## src/rtl/post_ext_alu.sv

```systemverilog
module post_ext_alu #(
  parameter int XLEN = 32,
  parameter int IMMW = 8
) (
  input  logic            clk,
  input  logic            rst_n,
  input  logic            in_valid,
  input  logic [15:0]     hw1,
  input  logic [15:0]     hw2,
  input  logic [XLEN-1:0] rn_val,
  input  logic [XLEN-1:0] rm_val,
  input  logic            carry_in,
  output logic            out_valid,
  output logic            out_illegal,
  output logic [XLEN-1:0] out_data,
  output logic [3:0]      out_rd
);
  localparam int HALF = 16;
  localparam int BYTE = 8;

  logic [3:0] op;
  logic [1:0] ext, osel, shtype, shamt;
  logic       take, legal;
  logic [XLEN-1:0] shifted, op2, alu, extd;
  logic [2*XLEN-1:0] rot2;

  assign op     = hw1[7:4];
  assign ext    = hw2[15:14];
  assign osel   = hw2[13:12];
  assign shtype = hw2[5:4];
  assign shamt  = hw2[7:6];
  assign take   = in_valid & hw1[10] & hw1[9];
  assign legal  = (op <= 4'd9) && (osel != 2'b00);
  assign rot2   = {rm_val, rm_val} >> shamt;

  always_comb begin
    case (shtype)
      2'b00:   shifted = rm_val << shamt;
      2'b01:   shifted = rm_val >> shamt;
      2'b10:   shifted = $signed(rm_val) >>> shamt;
      default: shifted = rot2[XLEN-1:0];
    endcase
  end

  always_comb begin
    case (osel)
      2'b10:   op2 = shifted;
      2'b11:   op2 = {{(XLEN-IMMW){1'b0}}, hw2[IMMW-1:0]};
      default: op2 = rm_val;
    endcase
  end

  always_comb begin
    case (op)
      4'd0:    alu = rn_val & op2;
      4'd1:    alu = rn_val & ~op2;
      4'd2:    alu = rn_val | op2;
      4'd3:    alu = rn_val | ~op2;
      4'd4:    alu = rn_val ^ op2;
      4'd5:    alu = rn_val + op2;
      4'd6:    alu = rn_val + op2 + {{(XLEN-1){1'b0}}, carry_in};
      4'd7:    alu = rn_val + ~op2 + {{(XLEN-1){1'b0}}, carry_in};
      4'd8:    alu = rn_val - op2;
      default: alu = op2 - rn_val;
    endcase
  end

  always_comb begin
    case (ext)
      2'b00:   extd = {{(XLEN-HALF){alu[HALF-1]}}, alu[HALF-1:0]};
      2'b01:   extd = {{(XLEN-BYTE){alu[BYTE-1]}}, alu[BYTE-1:0]};
      2'b10:   extd = {{(XLEN-HALF){1'b0}}, alu[HALF-1:0]};
      default: extd = {{(XLEN-BYTE){1'b0}}, alu[BYTE-1:0]};
    endcase
  end

  always_ff @(posedge clk) begin
    if (!rst_n) begin
      out_valid   <= 1'b0;
      out_illegal <= 1'b0;
      out_data    <= '0;
      out_rd      <= '0;
    end else begin
      out_valid   <= take & legal;
      out_illegal <= take & ~legal;
      if (take & legal) begin
        out_data <= extd;
        out_rd   <= hw2[11:8];
      end
    end
  end
endmodule

```

## config.mk

```make
export PLATFORM = sky130hd
export DESIGN_NAME = post_ext_alu
export DESIGN_NICKNAME = d
export VERILOG_FILES = /design/src/rtl/post_ext_alu.sv
export SDC_FILE = /design/constraint.sdc
export NUM_CORES = 1
export LEC_CHECK = 0
export BUFFER_PORTS_ARGS = -buffer_cell sky130_fd_sc_hd__buf_4
export CORE_MARGIN = 2
export CORE_UTILIZATION = 25
export CTS_BUF_LIST = sky130_fd_sc_hd__clkbuf_8
export CTS_CLUSTER_DIAMETER = 40
export DETAILED_ROUTE_END_ITERATION = 12
export PLACE_DENSITY = 0.45
export REMOVE_ABC_BUFFERS = 1
export SKIP_LAST_GASP = 1
export SYNTH_ARGS = -nofsm -noshare
export SYNTH_HDL_FRONTEND = slang
export SYNTH_SLANG_ARGS = --single-unit
```

## constraint.sdc

```tcl
create_clock -name clk -period 8.96 [get_ports clk]
set_input_delay 0.448 -clock clk [delete_from_list [all_inputs] [get_ports clk]]
set_output_delay 0.448 -clock clk [all_outputs]
set_load 0.1 [all_outputs]
```

# --- Word-level counts from Yosys, hierarchy flattened ---
# Cells that the tools add are included.
word_totals:
  word_cells: 49
  inputBits: 100
  ff_bits: 38
  output_inout_bits: 38
op_classes:
  n_reduce_logical: 5
  bitwise: 11
  n_mux: 4
  add_sub_neg: 6
  order_cmp: 1
  eq_ne: 14
  n_shift: 4
ops:
  columns: ["op", "count"]
  rows:
  - ["16-bit case mux with 9 select lines", 1]
  - ["32-bit case mux with 3 select lines", 1]
  - ["64-bit by 2-bit >> shifter with 16-bit output", 1]
  - ["16-bit case mux with 3 select lines", 1]
  - ["16-bit by 1-bit adder with 16-bit output", 2]
  - ["16-bit adder", 2]
  - ["16-bit bitwise AND", 2]
  - ["16-bit OR", 2]
  - ["16-bit case mux with 2 select lines", 1]
  - ["32-bit by 2-bit << shifter with 16-bit output", 1]
  - ["32-bit by 2-bit >> shifter with 16-bit output", 1]
  - ["32-bit by 2-bit >>> shifter with 16-bit output", 1]
  - ["16-bit subtractor", 2]
  - ["4-bit by 3-bit == test with 1-bit output, second input constant", 4]
  - ["16-bit NOT", 1]
  - ["16-bit XOR", 1]
  - ["2-bit == test, second input constant", 4]
  - ["4-bit by 2-bit == test with 1-bit output, second input constant", 2]
  - ["1-bit bitwise AND", 4]
  - ["2-bit by 1-bit == test with 1-bit output, second input constant", 2]
  - ["4-bit by 1-bit == test with 1-bit output, second input constant", 1]
  - ["4-bit == test, second input constant", 1]
  - ["4-bit <= comparator, second input constant", 1]
  - ["2-bit logical NOT", 2]
  - ["other kinds (4)", 4]

# --- Logic depth before layout (Yosys ltp) ---
depth:
  depth_word: 8
  mapped_depth: 22
  ltp_nobuf: 18

# --- Least setup slack after synthesis ---
# OpenSTA, ideal clock, no wires.
synth_path:
  path_type: "input to register"
  from: "input hw2[6]"
  to: "register out_data[14]"
  slack_ns: 3.877
  arrival_ns: 4.958
  setup_time_ns: 0.124
  required_time_ns: 8.836
  n_path_buf: 3
  cell_stages: 20
  path_cell_list: "buf_4 > buf_2 > buf_2 > nand2_1 > o21a_1 > o22ai_1 > mux2i_1 > o21ai_0 > ha_1 > inv_1 > fa_1 > o21ba_2 > o21ba_4 > xnor2_1 > or4_4 > or4_4 > nor4_4 > nand3b_1 > mux2i_1 > a31oi_1"
synth_between:
  elab_chain_cells: 8
  elab_cells_between_ends: 20
  cone_classes: "add/sub (6); shift (4); mux (4); bitwise (6)"
synth_rtl:
  columns: ["element", "line", "source"]
  rows:
  - ["from (decl)", "9", "input logic [15:0] hw2,"]
  - ["64-bit by 2-bit >> shifter with 16-bit output, or another cell as far along", "34", "assign rot2 = {rm_val, rm_val} >> shamt;"]
  - ["16-bit case mux with 3 select lines", "37", "case (shtype)"]
  - ["16-bit case mux with 2 select lines *", "46", "case (osel)"]
  - ["16-bit NOT", "56, 58, 62", null]
  - ["16-bit adder", "62", "4'd7: alu = rn_val + ~op2 + {{(XLEN-1){1'b0}}, carry_in};"]
  - ["16-bit by 1-bit adder with 16-bit output", "62", null]
  - ["16-bit case mux with 9 select lines *", "54", "case (op)"]
  - ["32-bit case mux with 3 select lines *", "69", "case (ext)"]
  - ["to (signal assigned)", "87", "out_data <= extd;"]
  - ["to (decl)", "15", "output logic [XLEN-1:0] out_data,"]
# Every way passes the cells marked *; elsewhere a longest branch is shown, timed or not.
# A chain may end at the register's enable or synchronous reset.

# --- Worst setup path in the final report ---
layout_path:
  from: "input hw2[6]"
  to: "register out_data[10]"
# Same word-level chain as after synthesis.

==> results.cfg <==
[outcome]
outcome = finished clean

[yosys]
synth_ff_type = dfxtp_1
syn_area_mm2 = 0.006422
yosysUniqueCellTypes = 85
synthMuxAreaShare = 0.08669
synth_area_leaders = ha_1 9.4%, dfxtp_1 7.2%, a21oi_1 5.9%, o21ai_0 5.2%, xnor2_1 5.2%
synth-seq-cells = 23
yosys_warnings = 0
ys_seq_area_frac = 0.07169
synth_largest_area_cell = ha_1
netlist_instances = 906
synth_compound_area_frac = 0.3396
synth_xor_area_frac = 0.07364
synthAdderAreaFrac = 0.1107
synth-simple-area-share = 0.2275
synth_top_area_frac = 0.09351
synthArstFlopShare = 0
synth_area_per_cell_um2 = 7.089
synth_edf_count = 0
synth_top_family_by_area = compound AO/OA/AOI/OAI gates

[clock_network]
numCtsBuffers = 3
clock_path_buffers = 2
root_buffer = clkbuf_8
worstSkewPairLatency_ns = 0.27
ctsHoldBuffers = 0
cts.clk_slew.worst_paths_ns = 0.09
clock_sinks = 23
cts_setup_buffers = 0
cts_resized = 0
htree_levels = 1
cts_tree = built

[min_path]
min_path_type = input port to flop

[finish]
syn_to_final_growth_pct = 13.72
nets = 1095
diodes = 0
fin_cells = 1271
layout_common_cells = 104 x buf_4, 87 x nor2_1, 76 x a21oi_1, 69 x nand2_1, 67 x o21ai_0
final_layout_size_suffix_gt1_frac = 0.1583
mostFrequentLayoutCell = buf_4
finalInstanceArea_mm2 = 0.007303
final_core_util = 0.2900

[floorplanning]
ios = 138
rows = 58
die_area_mm2 = 0.02699
die_h_um = 164.3
core_mm2 = 0.02518
die_w_um = 164.3
initial_core_util = 0.2550

[sta]
rsz0062_at_grt = no
hold_viol = 0
setup_viol = 0
setup-tns-final_ns = 0
post-route-min-period_ns = 5.508
worst_slack_ns = 3.452
drv_slew = 0
skew_ns = 0
tightest_slew_ns = 0.8534
slew_headroom = 0.4291
finalCritPeriodShare = 0.6147
timing.fmax_mhz = 181.6
hold_ws_ns = 0.4174

[setup_path]
slowest_stage = mux2i_1
endpoint_kind = flop
crit_start = hw2[6]
endpoint = out_data[10]
crit_buf_inv = 2
critPathTopFamily = compound AO/OA/AOI/OAI gates
reg2reg_to = out_data[30]
rrSetupSlack_ns = 7.71
arrival_ns = 5.67
cp_max_fo = 46
critPathKind = input port to flop
crit_cells = 18
reg2regPathDepth = 4
cp-start-kind = input port
cp_cell_sequence = buf_4 -> nor2b_1 -> a211oi_1 -> a21oi_1 -> o21ai_0 -> o21ai_0 -> mux2i_1 -> inv_1 -> ha_1 -> nor2b_1 -> o31ai_1 -> o221ai_1 -> xnor2_1 -> o22ai_1 -> a211oi_1 -> a32o_1 -> o2111ai_1 -> o2111a_1
crit_required_ns = 9.12
reg2reg_from = out_data[30]
slowest_delay_ns = 0.62

[routing]
dr.pass1.iters = 7
ant_nets = 0
via_per_inst = 5.574
drc = 0
vias = 7084
drt_iter0_markers = 616
wl_mm = 26.04
wl_per_cell_um = 20.49

[flow_run]
max_cap_violations = 0

[power_and_ir_drop]
total_power_mw = 0.7744
p_leak_nw = 2.948
vdd_drop_max_v = 0.00007732
power-per-cell-area_mw_per_mm2 = 106.0

[place]
dpl.cell_count = 1267
place_ws_ns = 3.148
portBuffers = 98
placed_area_mm2 = 0.007254
dp_hpwl_mm = 20.60
place_congestion = 0.9288

[grt]
grtUsageTotal = 0.1904
grt_pass1_wl_mm = 39.81
grt_max_degree = 47
grt_antenna_before_repair = 0
grt_pass1_vias = 6690
overflow = 0
## final cells by class
class	count	area, um^2
fill	2846	17880
clock inverter	1	7.507
tap	330	412.9
sequential	23	460.4
timing repair buffer	104	780.7
inverter	58	217.7
clock buffer	3	41.29
multi-input combinational	752	5383
## how the worst min path moves through the flow
stage	from	endpoint	slack (ns)	cells after the start
CTS	hw2[11]	out_rd[3]	0.41	3
detailed placement	out_rd[3]	out_rd[3]	0.45	2
finish	hw2[10]	out_rd[2]	0.42	3
global placement	out_data[4]	out_data[4]	0.44	2
global route	hw2[10]	out_rd[2]	0.42	3
floorplan	rst_n	out_data[0]	0.58	2
## metal layers
| metal | track usage | share of wire | up-vias |
|---|---|---|---|
| met5 | 0 | 0 | - |
| met4 | 0.04386 | 0.020 | 0 |
| met3 | 0.01970 | 0.077 | 30 |
| met2 | 0.2917 | 0.43 | 297 |
| met1 | 0.2838 | 0.48 | 3345 |
| li1 | - | - | 3412 |
## where the power goes
group	switching (mW)	internal [mW]
clock network	0.0342	0.0315
logic	0.397	0.204
registers	0.00260	0.106
## worst register-to-register path, stage by stage, from the launching register on
cell      delay (ns)
dfxtp_1         0.61
o21ai_0         0.20
nor2_1          0.15
nand2_1         0.07
o221ai_1        0.14
## state kept, by name, indices dropped and copies added (netlist names)
register and cells:
out_rd 4, out_valid 1, out_illegal 1, out_data 17
## cell usage after synthesis, types with 12 or more instances
cell type,count
a221oi_1,12
xor2_1,16
o211ai_1,18
xnor2_1,38
nand2_1,69
buf_2,16
clkbuf_1,32
nor2_1,87
nor2b_1,18
dfxtp_1,23
buf_4,18
mux4_2,14
nor3_1,17
mux2i_1,23
a31oi_1,13
a21oi_1,76
o21ai_0,67
ha_1,48
inv_1,58
nand2b_1,16
## kinds of logic after synthesis
| family | after synthesis |
|---|---|
| AOI/OAI and AO/OA | 320 |
| muxes | 38 |
| and+or+nand+nor | 286 |
| adders and majority gates | 54 |
| DFF | 23 |
| buffers and inverters | 131 |
| xor gates and xnor gates | 54 |
No activity file was read; power rests on OpenSTA's default activity.
